<file path="config.mk">
export PLATFORM = sky130hd
export DESIGN_NAME = tlb_multisize
export DESIGN_NICKNAME = d
export VERILOG_FILES = /design/src/rtl/tlb_pkg.sv /design/src/rtl/tlb_pick.sv /design/src/rtl/tlb_entry.sv /design/src/rtl/tlb_victim.sv /design/src/rtl/tlb_multisize.sv
export SDC_FILE = /design/constraint.sdc
export NUM_CORES = 1
export LEC_CHECK = 0
export ABC_CLOCK_PERIOD_IN_PS = 6000
export BUFFER_PORTS_ARGS = -buffer_cell sky130_fd_sc_hd__buf_2
export CORE_MARGIN = 8
export CORE_UTILIZATION = 49
export CTS_CLUSTER_SIZE = 20
export DETAILED_ROUTE_END_ITERATION = 8
export GPL_TIMING_DRIVEN = 0
export PLACE_DENSITY = 0.76
export SKIP_CTS_REPAIR_TIMING = 1
export SLEW_MARGIN = 20
export SYNTH_ARGS = -nofsm -noshare
export SYNTH_HDL_FRONTEND = slang
export SYNTH_SLANG_ARGS = --single-unit
</file>
<file path="constraint.sdc">
create_clock -name clk -period 6 [get_ports clk]
set_input_delay 0.3 -clock clk [delete_from_list [all_inputs] [get_ports clk]]
set_output_delay 0.3 -clock clk [all_outputs]
set_load 0.02 [all_outputs]
</file>
<file path="src/rtl/tlb_pkg.sv">
package tlb_pkg;
   typedef logic [1:0] pgsz_t;

   localparam int unsigned SHIFT_4K   = 12;
   localparam int unsigned SHIFT_16K  = 14;
   localparam int unsigned SHIFT_64K  = 16;
   localparam int unsigned SHIFT_1M   = 20;
   localparam int unsigned MAX_SHIFT  = SHIFT_1M;

   function automatic int unsigned pg_shift(pgsz_t c);
      case (c)
         2'd0:    return SHIFT_4K;
         2'd1:    return SHIFT_16K;
         2'd2:    return SHIFT_64K;
         default: return SHIFT_1M;
      endcase
   endfunction

   // ones above the page offset for size code c
   function automatic logic [63:0] hi_mask64(pgsz_t c);
      return ~64'd0 << pg_shift(c);
   endfunction

   function automatic pgsz_t coarser(pgsz_t a, pgsz_t b);
      return (a > b) ? a : b;
   endfunction
endpackage

</file>
<file path="src/rtl/tlb_pick.sv">
module tlb_pick #(
   parameter int N  = 8,
   parameter int IW = 3
) (
   input  logic [N-1:0]  req_i,
   output logic          any_o,
   output logic [IW-1:0] idx_o
);
   always_comb begin
      idx_o = '0;
      for (int i = N - 1; i >= 0; i--) begin
         if (req_i[i]) idx_o = IW'(i);
      end
   end

   assign any_o = |req_i;
endmodule

</file>
<file path="src/rtl/tlb_entry.sv">
module tlb_entry
   import tlb_pkg::*;
#(
   parameter int VA_W = 32,
   parameter int PA_W = 32
) (
   input  logic            clk,
   input  logic            rst_n,
   input  logic            flush_i,
   input  logic            wr_i,
   input  logic            kill_i,
   input  logic [VA_W-1:0] wr_vaddr_i,
   input  pgsz_t           wr_size_i,
   input  logic [PA_W-1:0] wr_pbase_i,
   input  logic [VA_W-1:0] lk_vaddr_i,
   output logic            valid_o,
   output logic            hit_o,
   output logic            ovl_o,
   output logic [PA_W-1:0] xlat_o
);
   logic            vld_q;
   pgsz_t           sz_q;
   logic [VA_W-1:0] vtag_q;
   logic [PA_W-1:0] ptag_q;

   logic [VA_W-1:0] own_vmask;
   logic [VA_W-1:0] wr_vmask;
   logic [VA_W-1:0] ovl_vmask;
   logic [PA_W-1:0] own_pmask;
   logic [PA_W-1:0] wr_pmask;
   logic [PA_W-1:0] lk_low;

   always_comb begin
      own_vmask = VA_W'(hi_mask64(sz_q));
      wr_vmask  = VA_W'(hi_mask64(wr_size_i));
      ovl_vmask = VA_W'(hi_mask64(coarser(sz_q, wr_size_i)));
      own_pmask = PA_W'(hi_mask64(sz_q));
      wr_pmask  = PA_W'(hi_mask64(wr_size_i));
      lk_low    = PA_W'(lk_vaddr_i) & ~own_pmask;
   end

   assign hit_o   = vld_q && (((lk_vaddr_i ^ vtag_q) & own_vmask) == '0);
   assign ovl_o   = vld_q && (((wr_vaddr_i ^ vtag_q) & ovl_vmask) == '0);
   assign xlat_o  = (ptag_q & own_pmask) | lk_low;
   assign valid_o = vld_q;

   always_ff @(posedge clk) begin
      if (!rst_n) begin
         vld_q  <= 1'b0;
         sz_q   <= 2'd0;
         vtag_q <= '0;
         ptag_q <= '0;
      end else begin
         if (wr_i) begin
            vld_q  <= 1'b1;
            sz_q   <= wr_size_i;
            vtag_q <= wr_vaddr_i & wr_vmask;
            ptag_q <= wr_pbase_i & wr_pmask;
         end else if (flush_i || kill_i) begin
            vld_q  <= 1'b0;
         end
      end
   end
endmodule

</file>
<file path="src/rtl/tlb_victim.sv">
module tlb_victim #(
   parameter int N  = 8,
   parameter int IW = 3
) (
   input  logic          clk,
   input  logic          rst_n,
   input  logic          fill_i,
   input  logic [N-1:0]  ovl_vec_i,
   input  logic [N-1:0]  valid_vec_i,
   output logic [N-1:0]  wr_vec_o,
   output logic [N-1:0]  kill_vec_o,
   output logic [IW-1:0] rr_o
);
   logic          ovl_any, free_any;
   logic [IW-1:0] ovl_idx, free_idx;
   logic [IW-1:0] rr_q, rr_inc;
   logic          use_rr;

   tlb_pick #(.N(N), .IW(IW)) u_ovl (
      .req_i(ovl_vec_i), .any_o(ovl_any), .idx_o(ovl_idx));

   tlb_pick #(.N(N), .IW(IW)) u_free (
      .req_i(~valid_vec_i), .any_o(free_any), .idx_o(free_idx));

   assign use_rr = fill_i && !ovl_any && !free_any;

   always_comb begin
      wr_vec_o = '0;
      if (fill_i) begin
         if (ovl_any)       wr_vec_o[ovl_idx]  = 1'b1;
         else if (free_any) wr_vec_o[free_idx] = 1'b1;
         else               wr_vec_o[rr_q]     = 1'b1;
      end
      kill_vec_o = fill_i ? (ovl_vec_i & ~wr_vec_o) : '0;
   end

   generate
      if ((1 << IW) == N) begin : g_rr_pow2
         assign rr_inc = rr_q + 1'b1;
      end else begin : g_rr_wrap
         assign rr_inc = (rr_q == IW'(N - 1)) ? '0 : rr_q + 1'b1;
      end
   endgenerate

   always_ff @(posedge clk) begin
      if (!rst_n)      rr_q <= '0;
      else if (use_rr) rr_q <= rr_inc;
   end

   assign rr_o = rr_q;
endmodule

</file>
<file path="src/rtl/tlb_multisize.sv">
module tlb_multisize
   import tlb_pkg::*;
#(
   parameter int VA_W    = 32,
   parameter int PA_W    = 32,
   parameter int ENTRIES = 8
) (
   input  logic            clk,
   input  logic            rst_n,
   input  logic            flush_i,
   input  logic            lk_valid_i,
   input  logic [VA_W-1:0] lk_vaddr_i,
   output logic            lk_hit_o,
   output logic [PA_W-1:0] lk_paddr_o,
   output logic            walk_req_o,
   output logic [VA_W-1:0] walk_vaddr_o,
   output logic            walk_cancel_o,
   input  logic            fill_valid_i,
   input  logic [VA_W-1:0] fill_vaddr_i,
   input  logic [1:0]      fill_size_i,
   input  logic [PA_W-1:0] fill_pbase_i,
   output logic            rsp_valid_o,
   output logic [PA_W-1:0] rsp_paddr_o
);
   localparam int IW = (ENTRIES > 1) ? $clog2(ENTRIES) : 1;

   generate
      if (ENTRIES < 2) begin : g_bad_entries
         $error("tlb_multisize: ENTRIES must be at least 2");
      end
      if (VA_W <= int'(MAX_SHIFT) || VA_W > 64) begin : g_bad_va
         $error("tlb_multisize: VA_W must exceed the largest page offset and be at most 64");
      end
      if (PA_W <= int'(MAX_SHIFT) || PA_W > 64) begin : g_bad_pa
         $error("tlb_multisize: PA_W must exceed the largest page offset and be at most 64");
      end
   endgenerate

   logic [ENTRIES-1:0] valid_vec, hit_vec, ovl_vec, wr_vec, kill_vec;
   logic [PA_W-1:0]    xlat [ENTRIES];
   logic               hit_any;
   logic [IW-1:0]      hit_idx;
   logic [IW-1:0]      rr_ptr;
   logic               lk_hit;
   logic [PA_W-1:0]    rsp_mask;

   generate
      for (genvar g = 0; g < ENTRIES; g++) begin : g_ent
         tlb_entry #(.VA_W(VA_W), .PA_W(PA_W)) u_ent (
            .clk        (clk),
            .rst_n      (rst_n),
            .flush_i    (flush_i),
            .wr_i       (wr_vec[g]),
            .kill_i     (kill_vec[g]),
            .wr_vaddr_i (fill_vaddr_i),
            .wr_size_i  (fill_size_i),
            .wr_pbase_i (fill_pbase_i),
            .lk_vaddr_i (lk_vaddr_i),
            .valid_o    (valid_vec[g]),
            .hit_o      (hit_vec[g]),
            .ovl_o      (ovl_vec[g]),
            .xlat_o     (xlat[g])
         );
      end
   endgenerate

   tlb_pick #(.N(ENTRIES), .IW(IW)) u_hit_pick (
      .req_i(hit_vec), .any_o(hit_any), .idx_o(hit_idx));

   tlb_victim #(.N(ENTRIES), .IW(IW)) u_victim (
      .clk         (clk),
      .rst_n       (rst_n),
      .fill_i      (fill_valid_i),
      .ovl_vec_i   (ovl_vec),
      .valid_vec_i (valid_vec),
      .wr_vec_o    (wr_vec),
      .kill_vec_o  (kill_vec),
      .rr_o        (rr_ptr)
   );

   assign lk_hit        = lk_valid_i && !flush_i && hit_any;
   assign lk_hit_o      = lk_hit;
   assign lk_paddr_o    = lk_hit ? xlat[hit_idx] : '0;
   assign walk_req_o    = lk_valid_i;
   assign walk_vaddr_o  = lk_vaddr_i;
   assign walk_cancel_o = lk_hit;

   assign rsp_mask    = PA_W'(hi_mask64(fill_size_i));
   assign rsp_valid_o = fill_valid_i;
   assign rsp_paddr_o = (fill_pbase_i & rsp_mask) | (PA_W'(fill_vaddr_i) & ~rsp_mask);
endmodule

</file>
---- Word-level counts from Yosys, hierarchy flattened ----
Index checks and enable logic that the tools add are counted.
word-level totals
  logic and storage cells ................. 330
  flip-flop bits (word level) ............. 539
  bits of input ports ..................... 103
  output and inout port bits .............. 100
operators by class
  equal/unequal tests ..................... 34
  shifts and indexed selects .............. 17
  bitwise operators ....................... 73
  order comparisons ....................... 15
  add/sub/neg operators ................... 1
  reductions and logical operators ........ 78
  multiplexer cells ....................... 79
operators with widths
  operator                 number
  $and A32 B32 Y32         35
  $shl A64 B5 Y32 const A  17
  $logic_not A32 Y1        16
  $xor A32 B32 Y32         16
  $not A32 Y32             9
  $or A32 B32 Y32          9
  $pmux W5 S3              17
  $bmux W32 S3             1
  $mux W32                 3
  $mux W3                  24
  $eq A2 B1 Y1 const B     17
  $eq A2 B2 Y1 const B     17
  $logic_not A2 Y1         17
  $mux W8                  4
  $reduce_or A8 Y1         3
  $logic_and A1 B1 Y1      23
  $mux W1                  19
  $gt A2 B2 Y1             8
  $mux W2                  8
  $not A8 Y8               2
  $reduce_bool A2 Y1       8
  $lt A3 B4 Y1 const B     3
  $demux W1 S3             3
  $ge A3 B1 Y1 const B     3
  other kinds (6)          15

---- Logic depth before layout (Yosys ltp) ----
  depth in word-level cells ............... 28
  mapped depth ............................ 16
  gate-level depth less buffers ........... 12

---- By module ----
Synthesis repeated with hierarchy kept, for this count alone.
second synthesis, totals
  cells, all modules ...................... 2699
  area, all modules ....................... 26036.2 µm²
modules (own cells, without submodules)
  module                           instances  sequential area each (µm²)  cells each  area each (µm²)
  tlb_entry at g_ent[2].u_ent ...  6          1101.1                      299         2849.0
  tlb_entry at g_ent[0].u_ent ...  2          1101.1                      293         2813.9
  tlb_multisize                    1          0.0                         191         2498.6
  tlb_victim                       1          60.1                        89          571.8
  tlb_pick                         3          0.0                         13          81.3

---- Least setup slack after synthesis ----
OpenSTA, ideal clock, no wires.
  path type ............................... input to register
  from .................................... in fill_size_i[1]
  to ...................................... reg g_ent[0].u_ent.ptag_q[14]
  required time ........................... 5872 ps
  path buffers ............................ 2
  stages .................................. 14
  arrival time ............................ 3494 ps
  library setup time ...................... 128 ps
  slack ................................... 2378 ps
  path through ............................ inv_1 ha_1 o21ba_2 nor3_1 o21ai_0 a311oi_1 a211oi_2 nor4b_2 nand2_1 a211oi_1 nor2_1 buf_2 buf_2 mux2i_1
on the way
  cells in the longest elaborated chain, start to end .. 22
  elaborated cells between the ends (all ways) .. 102
  classes of those cells .................. order compare (10); eq/ne (18); shift (9); mux (29); bitwise (9); reduce/logical (27)
RTL lines
  what                                                                       line                 text
  from (decl)                                                                tlb_multisize.sv:20  input logic [1:0] fill_size_i,
  $gt A2 B2 Y1                                                               tlb_pkg.sv:25        return (a > b) ? a : b;
  $mux W2                                                                    tlb_pkg.sv:25
  $eq A2 B2 Y1 (tied with other cells)                                       tlb_pkg.sv:11        case (c)
  $pmux W5 S3                                                                tlb_pkg.sv:11
  $shl A64 B5 Y32                                                            tlb_pkg.sv:21        return ~64'd0 << pg_shift(c);
  $and A32 B32 Y32                                                           tlb_entry.sv:43      assign ovl_o = vld_q && (((wr_vaddr_i ^ vtag_q) & ovl_vmask) == '0);
  $logic_not A32 Y1                                                          tlb_entry.sv:43
  $logic_and A1 B1 Y1                                                        tlb_entry.sv:43
  $mux W3 (8 in a row)                                                       tlb_pick.sv:12       if (req_i[i]) idx_o = IW'(i);
  $lt A3 B4 Y1 (not written as such) / $ge A3 B1 Y1 (equally long branches)  tlb_victim.sv:30     if (ovl_any) wr_vec_o[ovl_idx] = 1'b1;
  $logic_and A1 B1 Y1 (not written as such)                                  tlb_victim.sv:30
  $mux W1 (not written as such)                                              tlb_victim.sv:30
  $demux W1 S3                                                               -
  $mux W8                                                                    tlb_victim.sv:30
  $mux W8                                                                    tlb_victim.sv:29     if (fill_i) begin
  to (signal assigned)                                                       tlb_entry.sv:58      ptag_q <= wr_pbase_i & wr_pmask;
  to (decl)                                                                  tlb_entry.sv:24      logic [PA_W-1:0] ptag_q;
Several ways; a longest one is shown, not always the timed one.
A chain may end at the register's enable or synchronous reset.

---- Worst setup path in the final report ----
  from .................................... reg g_ent[0].u_ent.sz_q[0]
  to ...................................... out lk_paddr_o[31]
on the way
  cells in the longest elaborated chain, start to end .. 12
  elaborated cells between the ends (all ways) .. 20
  classes of those cells .................. eq/ne (2); shift (1); mux (6); bitwise (6); reduce/logical (5)
RTL lines
  what                                         line                 text
  from (decl)                                  tlb_entry.sv:22      pgsz_t sz_q;
  from (signal assigned)                       tlb_entry.sv:56      sz_q <= wr_size_i;
  $eq A2 B2 Y1 (tied with other cells)         tlb_pkg.sv:11
  $pmux W5 S3 (*)                              tlb_pkg.sv:11
  $shl A64 B5 Y32 (*)                          tlb_pkg.sv:21
  $and A32 B32 Y32                             tlb_entry.sv:42      assign hit_o = vld_q && (((lk_vaddr_i ^ vtag_q) & own_vmask) == '0);
  $logic_not A32 Y1                            tlb_entry.sv:42
  $logic_and A1 B1 Y1                          tlb_entry.sv:42
  $mux W3                                      tlb_pick.sv:12
  $not A3 Y4 (not written as such)             tlb_multisize.sv:83  assign lk_paddr_o = lk_hit ? xlat[hit_idx] : '0;
  $bmux W32 S3                                 tlb_multisize.sv:83
  $mux W32 (not written as such) (2 in a row)  tlb_multisize.sv:83
  $mux W32 (*)                                 tlb_multisize.sv:83
  to (decl)                                    tlb_multisize.sv:14  output logic [PA_W-1:0] lk_paddr_o,
Every way passes the cells marked *; elsewhere a longest branch is shown, timed or not. The select of a mux whose other input is x is not followed.

==> results.cfg <==
[global_routing]
grt_overflow = 0
grt_pass1_vias = 21825
grt_max_degree = 29
grt_use_total = 0.299
grt_pass1_wl_um = 136000
antenna_found_initial = 3

[synthesis]
synth-main-ff-cell = dfxtp_1
synthTopCellsByCount = 443 x dfxtp_1, 354 x nand2_1, 282 x mux2i_1, 219 x xor2_1, 198 x xnor2_1
synth.cell_area_mm2 = 0.0251
syn_nets = 2986
synthCells = 2850
netlist-cell-type-count = 92
async_flop_share = 0
syn_avg_cell_area_um2 = 8.81
synth_area_leaders = dfxtp_1 35%, mux2i_1 11%, xor2_1 7.6%
synth_most_common_cell = dfxtp_1
ys_seq_area_frac = 0.353
synth_top_cell_by_area = dfxtp_1
synth_edf_count = 0
yosys_warnings = 0
yosys.area.top_type_share = 0.353
synth_seq_cells = 443

[sta]
fin_skew_ps = 20.1
slew_headroom = 0.111
hold_violations = 4
setup_viol = 0
worstMarginPinSlew_ps = 1320
fin_crit_ps = 5670
rsz0062_at_grt = false
fmax_ghz = 0.176
timing.hold.ws_ps = -5.37
slew_viol_final = 0
finalCritPeriodShare = 0.945
finalSetupTns_ps = 0

[routing]
vias = 22787
wl_per_cell_um = 24.4
drt_pre_antenna_iters = 6
route.detailed.drc = 0
via_per_inst = 6.04
ant_nets = 0
drt_wl_total_um = 92100
drt_iter0_markers = 2732

[critical_path]
cpMaxStageDelayCell = clkbuf_1
setup.worst_path.end_class = primary output
crit_start = g_ent[0].u_ent.sz_q[0]
rr_startpoint = g_ent[7].u_ent.sz_q[1]
arrival_ps = 5370
crit_family = buffers and inverters
cp.buffers_inverters = 5
cp_max_fo = 10
slowest_delay_ps = 620
cp_cell_sequence = clkbuf_1 -> nand2_1 -> o41ai_2 -> and4_1 -> o2111ai_2 -> and4_1 -> nand2b_1 -> clkbuf_1 -> buf_1 -> inv_1 -> nor2_1 -> a221oi_1 -> buf_2
cp-start-kind = flop
crit_required_ps = 5700
crit_type = flop to primary output

[power_and_ir_drop]
power_density_mw_per_mm2 = 239
p_leak_nw = 12.8
finalPower_w = 0.00678
irDropWorstVdd_mv = 0.188

[final_layout]
area_growth_pct = 12.8
fin_util = 0.556
num-fill-cells = 4594
num-nets-final = 3188
drive_gt1_frac = 0.147

[placed_design]
hpwl_um = 66900
io_buffers = 152
globalplace.congestion = 1.05

[run_status]
status = finished with violations
violations = hold timing

[clock_network]
h-tree-depth = 2
clock_latency_ps = 610
cts_tree = yes
cts_buffers = 48
cts_buffer_depth = 3
cts.clk_slew.worst_paths_ps = 60
clkSinkCount = 443
cts_root_buf = clkbuf_16

[floorplanning]
rows = 83
start_util = 0.492
placeableCoreArea_mm2 = 0.0510
ios = 203
die_w_um = 242
dieArea_mm2 = 0.0587
die_y_um = 242

[flow_run]
cap_violations = 0

[hold_path]
min_from = fill_pbase_i[27]
worstHoldPathType = input port to flop
## report_power, final
part	leakage, nW	internal (W)	switching, W
Combinational	8.47	0.000247	0.000490
Clock	0.793	0.00175	0.00129
Sequential	3.58	0.00297	0.0000286
## cell usage in the layout, fill, tap and decap left out, drive strengths merged, types with 40 or more instances in the layout
cell type  count
nand2        355
buf          307
mux2          40
o21ai        123
dfxtp        443
clkbuf       201
a21oi         45
nor2          79
nor4          52
xor2         221
xnor2        198
and3         105
nand3        116
mux2i        282
nor2b         74
nand4         64
## cell families (layout without fill, tap and decap cells)
family / Yosys count / in the layout / synth area share
and+or+nand+nor: 967 / 967 / 0.196
adders and majority gates: 33 / 33 / 0.0164
AOI/OAI and AO/OA: 338 / 338 / 0.0928
other: 0 / 1 / 0
xor gates and xnor gates: 419 / 419 / 0.147
muxes: 322 / 322 / 0.130
DFF: 443 / 443 / 0.353
buffers and inverters: 328 / 568 / 0.0644
## metal layers
layer | track usage | vias up | part of all wire
li1 | - | 10222 | -
met1 | 0.376 | 10831 | 0.39
met2 | 0.462 | 1384 | 0.43
met3 | 0.0585 | 346 | 0.10
met4 | 0.197 | 4 | 0.074
met5 | 0 | - | 0.00026
## per-stage QoR
stage | setup slack, ps | area [µm²] | instances
2_1_floorplan | 2380 | 25100 | 2850
3_3_place_gp | 680 | 26700 | 3682
5_1_grt | 301 | 28300 | 3771
4_1_cts | 618 | 28300 | 3770
6_report | 328 | 28300 | 3771
3_5_place_dp | 663 | 26700 | 3682
## worst min-delay path, stage by stage
cell and delay (ps):
buf_2 110, mux2i_1 60, nor2b_1 90
## sequential cells by signal, summed over array words and instances (netlist names)
| signal | cells |
|---|---|
| g_ent.u_ent.sz_q | 16 |
| u_victim.rr_o | 3 |
| g_ent.u_ent.vtag_q | 256 |
| g_ent.u_ent.valid_o | 8 |
| g_ent.u_ent.ptag_q | 160 |
## area by class of cell
type	instances	area [µm²]	area share
timing repair buffer	152	761	0.0269
antenna	1	2.50	0.0000883
clock buffer	67	1400	0.0492
multi-input combinational	2079	14600	0.517
tap	680	851	0.0300
clock inverter	21	200	0.00707
inverter	39	146	0.00517
sequential	443	8870	0.313
buffer	289	1470	0.0519
## path summary, 6_finish.rpt
path / to / slack (ps) / depth (start not counted)
max: lk_paddr_o[31] / 330 / 13
min: g_ent[3].u_ent.ptag_q[27] / -5 / 3
max reg2reg: g_ent[1].u_ent.ptag_q[29] / 720 / 15
min reg2reg: g_ent[7].u_ent.ptag_q[21] / 460 / 2
Power figures use the tool's default switching activity.
